## src/rtl/cfbit_pkg.sv

```systemverilog
package cfbit_pkg;
   typedef enum logic [1:0] {K_LDREG, K_XORREG, K_LDMEM, K_BAD} cf_kind_e;
   typedef enum logic [2:0] {S_IDLE, S_REG, S_MADDR, S_MWAIT, S_MEVAL} cf_state_e;

   localparam logic [4:0] OP0_PREFIX = 5'b11101;
   localparam logic [4:0] OP1_LOAD   = 5'b11011;
   localparam logic [4:0] OP1_XOR    = 5'b11010;
   localparam logic [6:0] OP1_MEM    = 7'b1001111;
endpackage

```

## src/rtl/cfbit_decode.sv

```systemverilog
module cfbit_decode
   import cfbit_pkg::*;
#(
   parameter int OPW = 8
) (
   input  logic [OPW-1:0] op0_i,
   input  logic [OPW-1:0] op1_i,
   output cf_kind_e       kind_o,
   output logic [2:0]     gsel_o,
   output logic [2:0]     bsel_o
);
   localparam int PW = OPW - 3;

   generate
      if (OPW != 8) begin : g_bad_opw
         $error("cfbit_decode: opcode width must be 8");
      end
   endgenerate

   assign gsel_o = op0_i[2:0];
   assign bsel_o = op1_i[2:0];

   always_comb begin
      kind_o = K_BAD;
      if (op0_i[OPW-1:3] == OP0_PREFIX[PW-1:0]) begin
         if (op1_i[OPW-1:3] == OP1_LOAD[PW-1:0])
            kind_o = K_LDREG;
         else if (op1_i[OPW-1:3] == OP1_XOR[PW-1:0])
            kind_o = K_XORREG;
         else if (op1_i[OPW-1:1] == OP1_MEM)
            kind_o = K_LDMEM;
      end
   end
endmodule

```

## src/rtl/cfbit_regsel.sv

```systemverilog
module cfbit_regsel #(
   parameter int NREG = 8,
   parameter int DW   = 8,
   localparam int SELW = $clog2(NREG)
) (
   input  logic [NREG*DW-1:0] regs_i,
   input  logic [SELW-1:0]    sel_i,
   output logic [DW-1:0]      data_o
);
   logic [DW-1:0] bank [NREG];

   generate
      for (genvar n = 0; n < NREG; n++) begin : g_unpack
         assign bank[n] = regs_i[n*DW +: DW];
      end
   endgenerate

   assign data_o = bank[sel_i];
endmodule

```

## src/rtl/cfbit_seq.sv

```systemverilog
module cfbit_seq
   import cfbit_pkg::*;
(
   input  logic     clk,
   input  logic     rst_n,
   input  logic     start_i,
   input  cf_kind_e kind_i,
   output logic     accept_o,
   output logic     busy_o,
   output logic     mem_re_o,
   output logic     capture_o,
   output logic     finish_o
);
   cf_state_e st_q, st_d;

   assign busy_o    = (st_q != S_IDLE);
   assign accept_o  = start_i && !busy_o;
   assign mem_re_o  = (st_q == S_MADDR);
   assign capture_o = (st_q == S_MWAIT);
   assign finish_o  = (st_q == S_REG) || (st_q == S_MEVAL);

   always_comb begin
      st_d = st_q;
      case (st_q)
         S_IDLE:  if (start_i) st_d = (kind_i == K_LDMEM) ? S_MADDR : S_REG;
         S_REG:   st_d = S_IDLE;
         S_MADDR: st_d = S_MWAIT;
         S_MWAIT: st_d = S_MEVAL;
         S_MEVAL: st_d = S_IDLE;
         default: st_d = S_IDLE;
      endcase
   end

   always_ff @(posedge clk or negedge rst_n) begin
      if (!rst_n) st_q <= S_IDLE;
      else        st_q <= st_d;
   end

   // one read request per memory operation, data taken on the next edge
   a_r6_single_read: assert property (@(posedge clk) disable iff (!rst_n)
      mem_re_o |=> (!mem_re_o && capture_o));
   a_r6_eval_after_capture: assert property (@(posedge clk) disable iff (!rst_n)
      capture_o |=> finish_o);
endmodule

```

## src/rtl/cfbit_unit.sv

```systemverilog
module cfbit_unit
   import cfbit_pkg::*;
#(
   parameter int DW   = 8,
   parameter int AW   = 16,
   parameter int NREG = 8
) (
   input  logic              clk,
   input  logic              rst_n,
   input  logic              start_i,
   input  logic [7:0]        op0_i,
   input  logic [7:0]        op1_i,
   input  logic [NREG*DW-1:0] regs_i,
   input  logic [AW-1:0]     ptr_de_i,
   input  logic [AW-1:0]     ptr_hl_i,
   output logic              mem_re_o,
   output logic [AW-1:0]     mem_addr_o,
   input  logic [DW-1:0]     mem_rdata_i,
   output logic              cf_o,
   output logic              jf_o,
   output logic              done_o,
   output logic              illegal_o
);
   localparam int BW   = $clog2(DW);
   localparam int SELW = $clog2(NREG);

   generate
      if (DW != 8 || NREG != 8) begin : g_bad_cfg
         $error("cfbit_unit: 3-bit opcode fields need DW=8 and NREG=8");
      end
      if (AW < 1) begin : g_bad_aw
         $error("cfbit_unit: AW must be positive");
      end
   endgenerate

   cf_kind_e        kind_d, kind_q;
   logic [2:0]      gsel_d, bsel_d;
   logic [DW-1:0]   gdata, opnd_q;
   logic [BW-1:0]   bidx_q;
   logic [AW-1:0]   addr_q;
   logic            accept, busy, capture, finish, sel_bit;
   logic            cf_q, jf_q, done_q, ill_q;

   cfbit_decode #(.OPW(8)) u_dec (
      .op0_i(op0_i), .op1_i(op1_i),
      .kind_o(kind_d), .gsel_o(gsel_d), .bsel_o(bsel_d)
   );

   cfbit_regsel #(.NREG(NREG), .DW(DW)) u_rsel (
      .regs_i(regs_i), .sel_i(gsel_d[SELW-1:0]), .data_o(gdata)
   );

   cfbit_seq u_seq (
      .clk(clk), .rst_n(rst_n), .start_i(start_i), .kind_i(kind_d),
      .accept_o(accept), .busy_o(busy), .mem_re_o(mem_re_o),
      .capture_o(capture), .finish_o(finish)
   );

   // operand capture: register byte at start, memory byte on capture
   always_ff @(posedge clk or negedge rst_n) begin
      if (!rst_n) begin
         kind_q <= K_BAD;
         bidx_q <= '0;
         opnd_q <= '0;
         addr_q <= '0;
      end else if (accept) begin
         kind_q <= kind_d;
         bidx_q <= (kind_d == K_LDMEM) ? gdata[BW-1:0] : bsel_d[BW-1:0];
         opnd_q <= gdata;
         addr_q <= op1_i[0] ? ptr_hl_i : ptr_de_i;
      end else if (capture) begin
         opnd_q <= mem_rdata_i;
      end
   end

   assign sel_bit = opnd_q[bidx_q];

   always_ff @(posedge clk or negedge rst_n) begin
      if (!rst_n) begin
         cf_q   <= 1'b0;
         jf_q   <= 1'b0;
         done_q <= 1'b0;
         ill_q  <= 1'b0;
      end else begin
         done_q <= finish;
         ill_q  <= finish && (kind_q == K_BAD);
         if (finish) begin
            case (kind_q)
               K_LDREG, K_LDMEM: begin
                  cf_q <= sel_bit;
                  jf_q <= ~sel_bit;
               end
               K_XORREG: begin
                  cf_q <= cf_q ^ sel_bit;
                  jf_q <= cf_q ^ sel_bit;
               end
               default: ;
            endcase
         end
      end
   end

   assign mem_addr_o = addr_q;
   assign cf_o       = cf_q;
   assign jf_o       = jf_q;
   assign done_o     = done_q;
   assign illegal_o  = ill_q;

   // completion is a single-cycle pulse
   a_r4_done_pulse: assert property (@(posedge clk) disable iff (!rst_n)
      done_o |=> !done_o);
   // illegal is only reported together with done
   a_r7_illegal_with_done: assert property (@(posedge clk) disable iff (!rst_n)
      illegal_o |-> done_o);
   // flags hold unless a legal operation just completed
   a_r10_flags_hold: assert property (@(posedge clk) disable iff (!rst_n)
      (!done_o || illegal_o) |-> $stable({cf_o, jf_o}));
   // load forms leave JF as the inverse of CF
   a_r2_load_jf_inverse: assert property (@(posedge clk) disable iff (!rst_n)
      (done_o && (kind_q == K_LDREG || kind_q == K_LDMEM)) |-> (jf_o == !cf_o));
   // exclusive-or leaves JF equal to CF
   a_r3_xor_jf_equal: assert property (@(posedge clk) disable iff (!rst_n)
      (done_o && kind_q == K_XORREG) |-> (jf_o == cf_o));
   // a start while busy does not disturb the captured operation
   a_r8_busy_start_ignored: assert property (@(posedge clk) disable iff (!rst_n)
      (busy && start_i) |=> ($stable(kind_q) && $stable(bidx_q) && $stable(addr_q)));
endmodule

```

## config.mk

```make
export PLATFORM = sky130hd
export DESIGN_NAME = cfbit_unit
export DESIGN_NICKNAME = d
export VERILOG_FILES = /design/src/rtl/cfbit_pkg.sv /design/src/rtl/cfbit_decode.sv /design/src/rtl/cfbit_regsel.sv /design/src/rtl/cfbit_seq.sv /design/src/rtl/cfbit_unit.sv
export SDC_FILE = /design/constraint.sdc
export NUM_CORES = 1
export LEC_CHECK = 0
export ABC_CLOCK_PERIOD_IN_PS = 2000
export BUFFER_PORTS_ARGS = -buffer_cell sky130_fd_sc_hd__buf_4
export CAP_MARGIN = 20
export CORE_MARGIN = 5
export CORE_UTILIZATION = 43
export DETAILED_ROUTE_END_ITERATION = 7
export PLACE_DENSITY = 0.78
export REMOVE_ABC_BUFFERS = 1
export SYNTH_ARGS = -nofsm -noshare
export SYNTH_HDL_FRONTEND = slang
export SYNTH_SLANG_ARGS = --single-unit
```

## constraint.sdc

```tcl
create_clock -name clk -period 2 [get_ports clk]
set_input_delay 0.2 -clock clk [delete_from_list [all_inputs] [get_ports clk]]
set_output_delay 0.2 -clock clk [all_outputs]
set_load 0.01 [all_outputs]
```

### After elaboration in Yosys (flattened, before gate mapping)

Index checks and enable logic that the tools add are counted.

* order comparisons: 2
* equal/unequal tests: 13
* multiplexer cells: 18
* bitwise logic cells: 3
* reductions and logical operators: 11

Operator list (number)
* 8-bit two-way mux: 4
* 8-bit binary-select mux with 3-bit select: 1
* 16-bit two-way mux: 1
* 5-bit == test (second input constant): 3
* 3-bit case mux with 3 select lines: 1
* 2-bit two-way mux: 4
* 7-bit == test (second input constant): 1
* 2-bit == test (second input constant): 3
* 3-bit by 2-bit == test with 1-bit output (second input constant): 2
* 3-bit two-way mux: 2
* 4-bit greater-or-equal comparator (second input constant): 1
* 3-bit by 4-bit less-than comparator with 1-bit output (second input constant): 1
* 3-bit inverter with 4-bit output: 1
* 1-bit case mux with 2 select lines: 2
* 2-bit nonzero test: 2
* 1-bit binary-select mux with 3-bit select: 1
* 3-bit by 1-bit == test with 1-bit output (second input constant): 1
* 3-bit == test (second input constant): 1
* 3-bit logical NOT: 1
* 3-bit nonzero test: 1
* 2-bit by 1-bit == test with 1-bit output (second input constant): 1
* 1-bit logical AND: 2
* 2-bit logical NOT: 1
* 1-bit two-way mux: 2
* other kinds (7): 7

* flip-flop bits (word level): 36
* output and inout port bits: 21
* logic and storage cells: 56

### Depth between registers and ports, before layout

* depth in word-level cells: 9
* mapped depth: 7
* gate-level depth less buffers: 5

### By module

Synthesis repeated with hierarchy kept, for this count alone.

* cell total of the unflattened synthesis: 201
* area, all modules: 2358.5 um^2

Modules (own cells, without submodules)
* cfbit_unit: times used 1, cells an instance 143, area each 1554.0 um^2
* cfbit_regsel: times used 1, cells an instance 29, area each 550.5 um^2
* cfbit_seq: times used 1, cells an instance 18, area each 170.2 um^2
* cfbit_decode: times used 1, cells an instance 11, area each 83.8 um^2

### Worst setup path before layout

OpenSTA, ideal clock, no wires.

* kind: reg2reg
* start: reg bidx_q[0]
* end: reg jf_q, in the netlist jf_o
* library setup time: 0.125 ns
* data arrival time: 1.440 ns
* path slack: 0.435 ns
* cell stages (with the launch flop): 5
* buffers on the path: 0
* clock period less this slack: 1.565 ns
* cell sequence: dfrtp_1 > mux4_1 > mux2i_4 > nor4b_2 > nor4_2

* cells in the longest elaborated chain, start to end: 4
* elaborated cells on any way between the ends: 5
* classes of those cells: mux (3); bitwise (2)

Ends and longest elaborated chain
* start: declaration: line cfbit_unit.sv:39 `logic [BW-1:0] bidx_q;`
* start signal: assignment: line cfbit_unit.sv:68 `bidx_q <= (kind_d == K_LDMEM) ? gdata[BW-1:0] : bsel_d[BW-1:0];`
* 1-bit binary-select mux with 3-bit select *: line cfbit_unit.sv:76 `assign sel_bit = opnd_q[bidx_q];`
* 1-bit two-way mux (implied by the code) *: line cfbit_unit.sv:76
* 1-bit XOR / 1-bit inverter (equally long branches): line cfbit_unit.sv:95, cfbit_unit.sv:91
* 1-bit case mux with 2 select lines *: line cfbit_unit.sv:88 `case (kind_q)`
* end signal: assignment: line cfbit_unit.sv:91 `jf_q <= ~sel_bit;`
* end signal: assignment: line cfbit_unit.sv:95 `jf_q <= cf_q ^ sel_bit;`
* end: declaration: line cfbit_unit.sv:42 `logic cf_q, jf_q, done_q, ill_q;`

Mark *: on every way between the ends. The rest lies on a longest branch, timed or not. The select of a mux whose other input is x is not followed.
A chain may end at the register's enable or synchronous reset.

### Worst setup path after layout

Same ends and word-level chain as after synthesis.

==> impl_metrics.toml <==
[drt]
drtIter0Drc = 51
ant_nets = 0
drc = 0
vias = 2152
avgViaCountPerCell = 5.19
wl_per_cell_um = 15.7
wl_mm = 6.51
firstDrtPassIters = 6

[grt]
grt_start_max_net_pins = 37
grtUsageTotal_pct = 19.3
antenna_found_initial = 0
grt_pass1_vias = 2115
grt_pass1_wl_mm = 9.74
grt_overflow = 0

[synthesis]
ys_warn_count = 0
synthArstFlopShare_pct = 100
synth_enable_flop_cells = 0
postSynthAreaPerCell_um2 = 11.0
ys_types = 39
synth_area_mm2 = 0.00224
yosysSeqAreaShare_pct = 40.3
yosysTopAreaCellShare_pct = 37.9
ys_seq_elements = 36
post-synth-top-area-cell = "dfrtp_1"
ys_top_cells_by_area = "dfrtp_1, mux4_2, mux2i_1"
post_synth_inst_count = 204
ys.flop_type = "dfrtp_1"

[placed_design]
port_buffers = 143
place_ws_ps = 342
dpl.cell_count = 406
gp_congestion = 0.806
placed_cell_area_mm2 = 0.00335
dp_hpwl_mm = 5.53

[power]
p_int_mw = 1.49
ir_worst_vdd_uv = 255
pwr-share-seq_pct = 43.4
switching_share_pct = 26.0
p_clk_share_pct = 25.3
pwr-share-comb_pct = 31.3
p_leak_nw = 1.65
p_per_area_mw_per_mm2 = 583
p_switching_mw = 0.523

[min_path]
hold_class = "in -> reg"

[run_status]
status = "finished, final reports clean"

[clock_network]
ctsLongestPathBuffers = 2
cts_max_level = 2
cts_buffers = 5
cts_tree = "done"
cts_sinks = 36
cts_resized = 0
clk_pin_slew_ps = 70
root_buffer = "clkbuf_8"
cts_setup_buffers = 0
insertion_delay_ps = 280
hold_buffers = 1

[sta]
max_freq_ghz = 0.606
max_slew_margin_pct = 70.7
hold_viol = 0
setup_viol_count_final = 0
rsz0062_at_grt = "no"
slew_violations = 0
worst_pin_slew_ps = 440
fin_crit_sh_pct = 82.5
setup_slack_ps = 351
period_needed_ps = 1650
finalClockSkew_ps = 5.45
setup-tns-final_ps = 0

[setup_path]
end_kind = "register"
required_ps = 2170
cp.arrival_ps = 1820
cp-start-kind = "register"
cp_max_fo = 5
critical_path_class = "reg -> reg"

[job]
drv_cap = 0

[floorplanning]
fp.dieW_um = 82.2
core_area_mm2 = 0.00507
rows = 26
pin_count = 144
dieArea_mm2 = 0.00676
dieHeight_um = 82.2
initial_core_util_pct = 44.2

[final_layout]
drive_gt1_share_pct = 51.3
final_area_mm2 = 0.00345
final_nets = 467
antenna_cells = 0
finalNonFillerCells = 415
areaGrowthSynthToFinish_pct = 53.9
-- routing by layer --
layer  GRT usage, %  part of all wire, %  vias to the layer above
met3           9.44                   14                        6
met5              0                    0                        -
met2           33.8                   51                      113
met1           19.5                   34                      989
li1               -                    -                     1044
met4           7.64                  1.2                        0
-- kinds of logic after synthesis --
logic type | share of synthesized area [%]
AOI/OAI and AO/OA | 11.7
xor gates and xnor gates | 0.390
buffers and inverters | 4.29
DFF | 40.3
muxes | 27.9
and+or+nand+nor | 15.4
-- sequential cells by signal (all words and copies together) (netlist names) --
register and cells:
mem_addr_o 16, opnd_q 8, bidx_q 3, u_seq.st_q 3
kind_q 2, cf_o 1, done_o 1, illegal_o 1
jf_o 1
-- worst paths after layout --
| check | slack, ps | to | cells past startpoint | from |
|---|---|---|---|---|
| hold / removal | 70 | kind_q[1] | 2 | op1_i[6] |
| min in group asynchronous | 410 | u_seq.st_q[1] | 2 | rst_n |
| hold reg to reg | 530 | mem_addr_o[11] | 2 | mem_addr_o[11] |
| max in group asynchronous | 1260 | kind_q[1] | 2 | rst_n |
| setup / recovery | 350 | jf_o | 4 | bidx_q[0] |
| setup reg to reg | 350 | jf_o | 4 | bidx_q[0] |
-- worst max-delay path, cell delays in order, from the launching register on --
cell     delay (ps)
dfrtp_1         390
mux4_1          610
mux2i_4         210
nor4b_2         270
nor4_2           60
-- power by group through the flow --
stage | clock [mW] | combinational [mW] | sequential, mW
2_1_floorplan | 0 | 0.253 | 0.907
3_3_place_gp | 0 | 0.622 | 0.885
3_5_place_dp | 0 | 0.637 | 0.889
4_1_cts | 0.536 | 0.640 | 0.876
5_1_grt | 0.570 | 0.689 | 0.886
6_report | 0.510 | 0.629 | 0.874
-- placed cells by master (no fill, tap or decap), drive strengths merged, types with 5 or more instances in the layout --
cell type	instances
a211oi	7
a21oi	19
a31oi	7
buf	147
clkbuf	8
dfrtp	34
mux2i	20
mux4	18
nand2	19
nor2	24
nor2b	5
nor3	6
-- stage by stage --
| step | util [%] | power, mW | hold WS [ps] |
|---|---|---|---|
| after detailed placement | 66.1 | 1.53 | 182 |
| final | 68.0 | 2.01 | 72.9 |
| after global placement | 66.1 | 1.51 | 178 |
| after CTS | 68.0 | 2.05 | 59.3 |
| after global routing | 68.0 | 2.14 | 67.9 |
| after floorplan | - | 1.16 | -95.6 |
-- Yosys cell counts, types with 2 or more instances --
| library cell | n |
|---|---|
| nand2_1 | 19 |
| clkbuf_1 | 4 |
| mux4_1 | 2 |
| mux2i_1 | 19 |
| buf_2 | 8 |
| a211oi_1 | 7 |
| a21oi_1 | 19 |
| a31oi_1 | 7 |
| nor2_1 | 24 |
| dfstp_2 | 2 |
| nand3_1 | 2 |
| inv_1 | 3 |
| nor3_1 | 5 |
| nor2b_1 | 5 |
| a21o_1 | 3 |
| dfrtp_1 | 34 |
| buf_6 | 2 |
| mux4_2 | 16 |
| nand4b_1 | 3 |
-- area by class of cell --
type | count | area (µm²)
clock buffers | 8 | 90.1
fillers | 411 | 1620
repair buffers | 148 | 1110
flip-flops and latches | 36 | 903
inverters | 4 | 15.0
well taps | 70 | 87.6
multi-input cells | 149 | 1240
No activity file was read; power rests on OpenSTA's default activity.
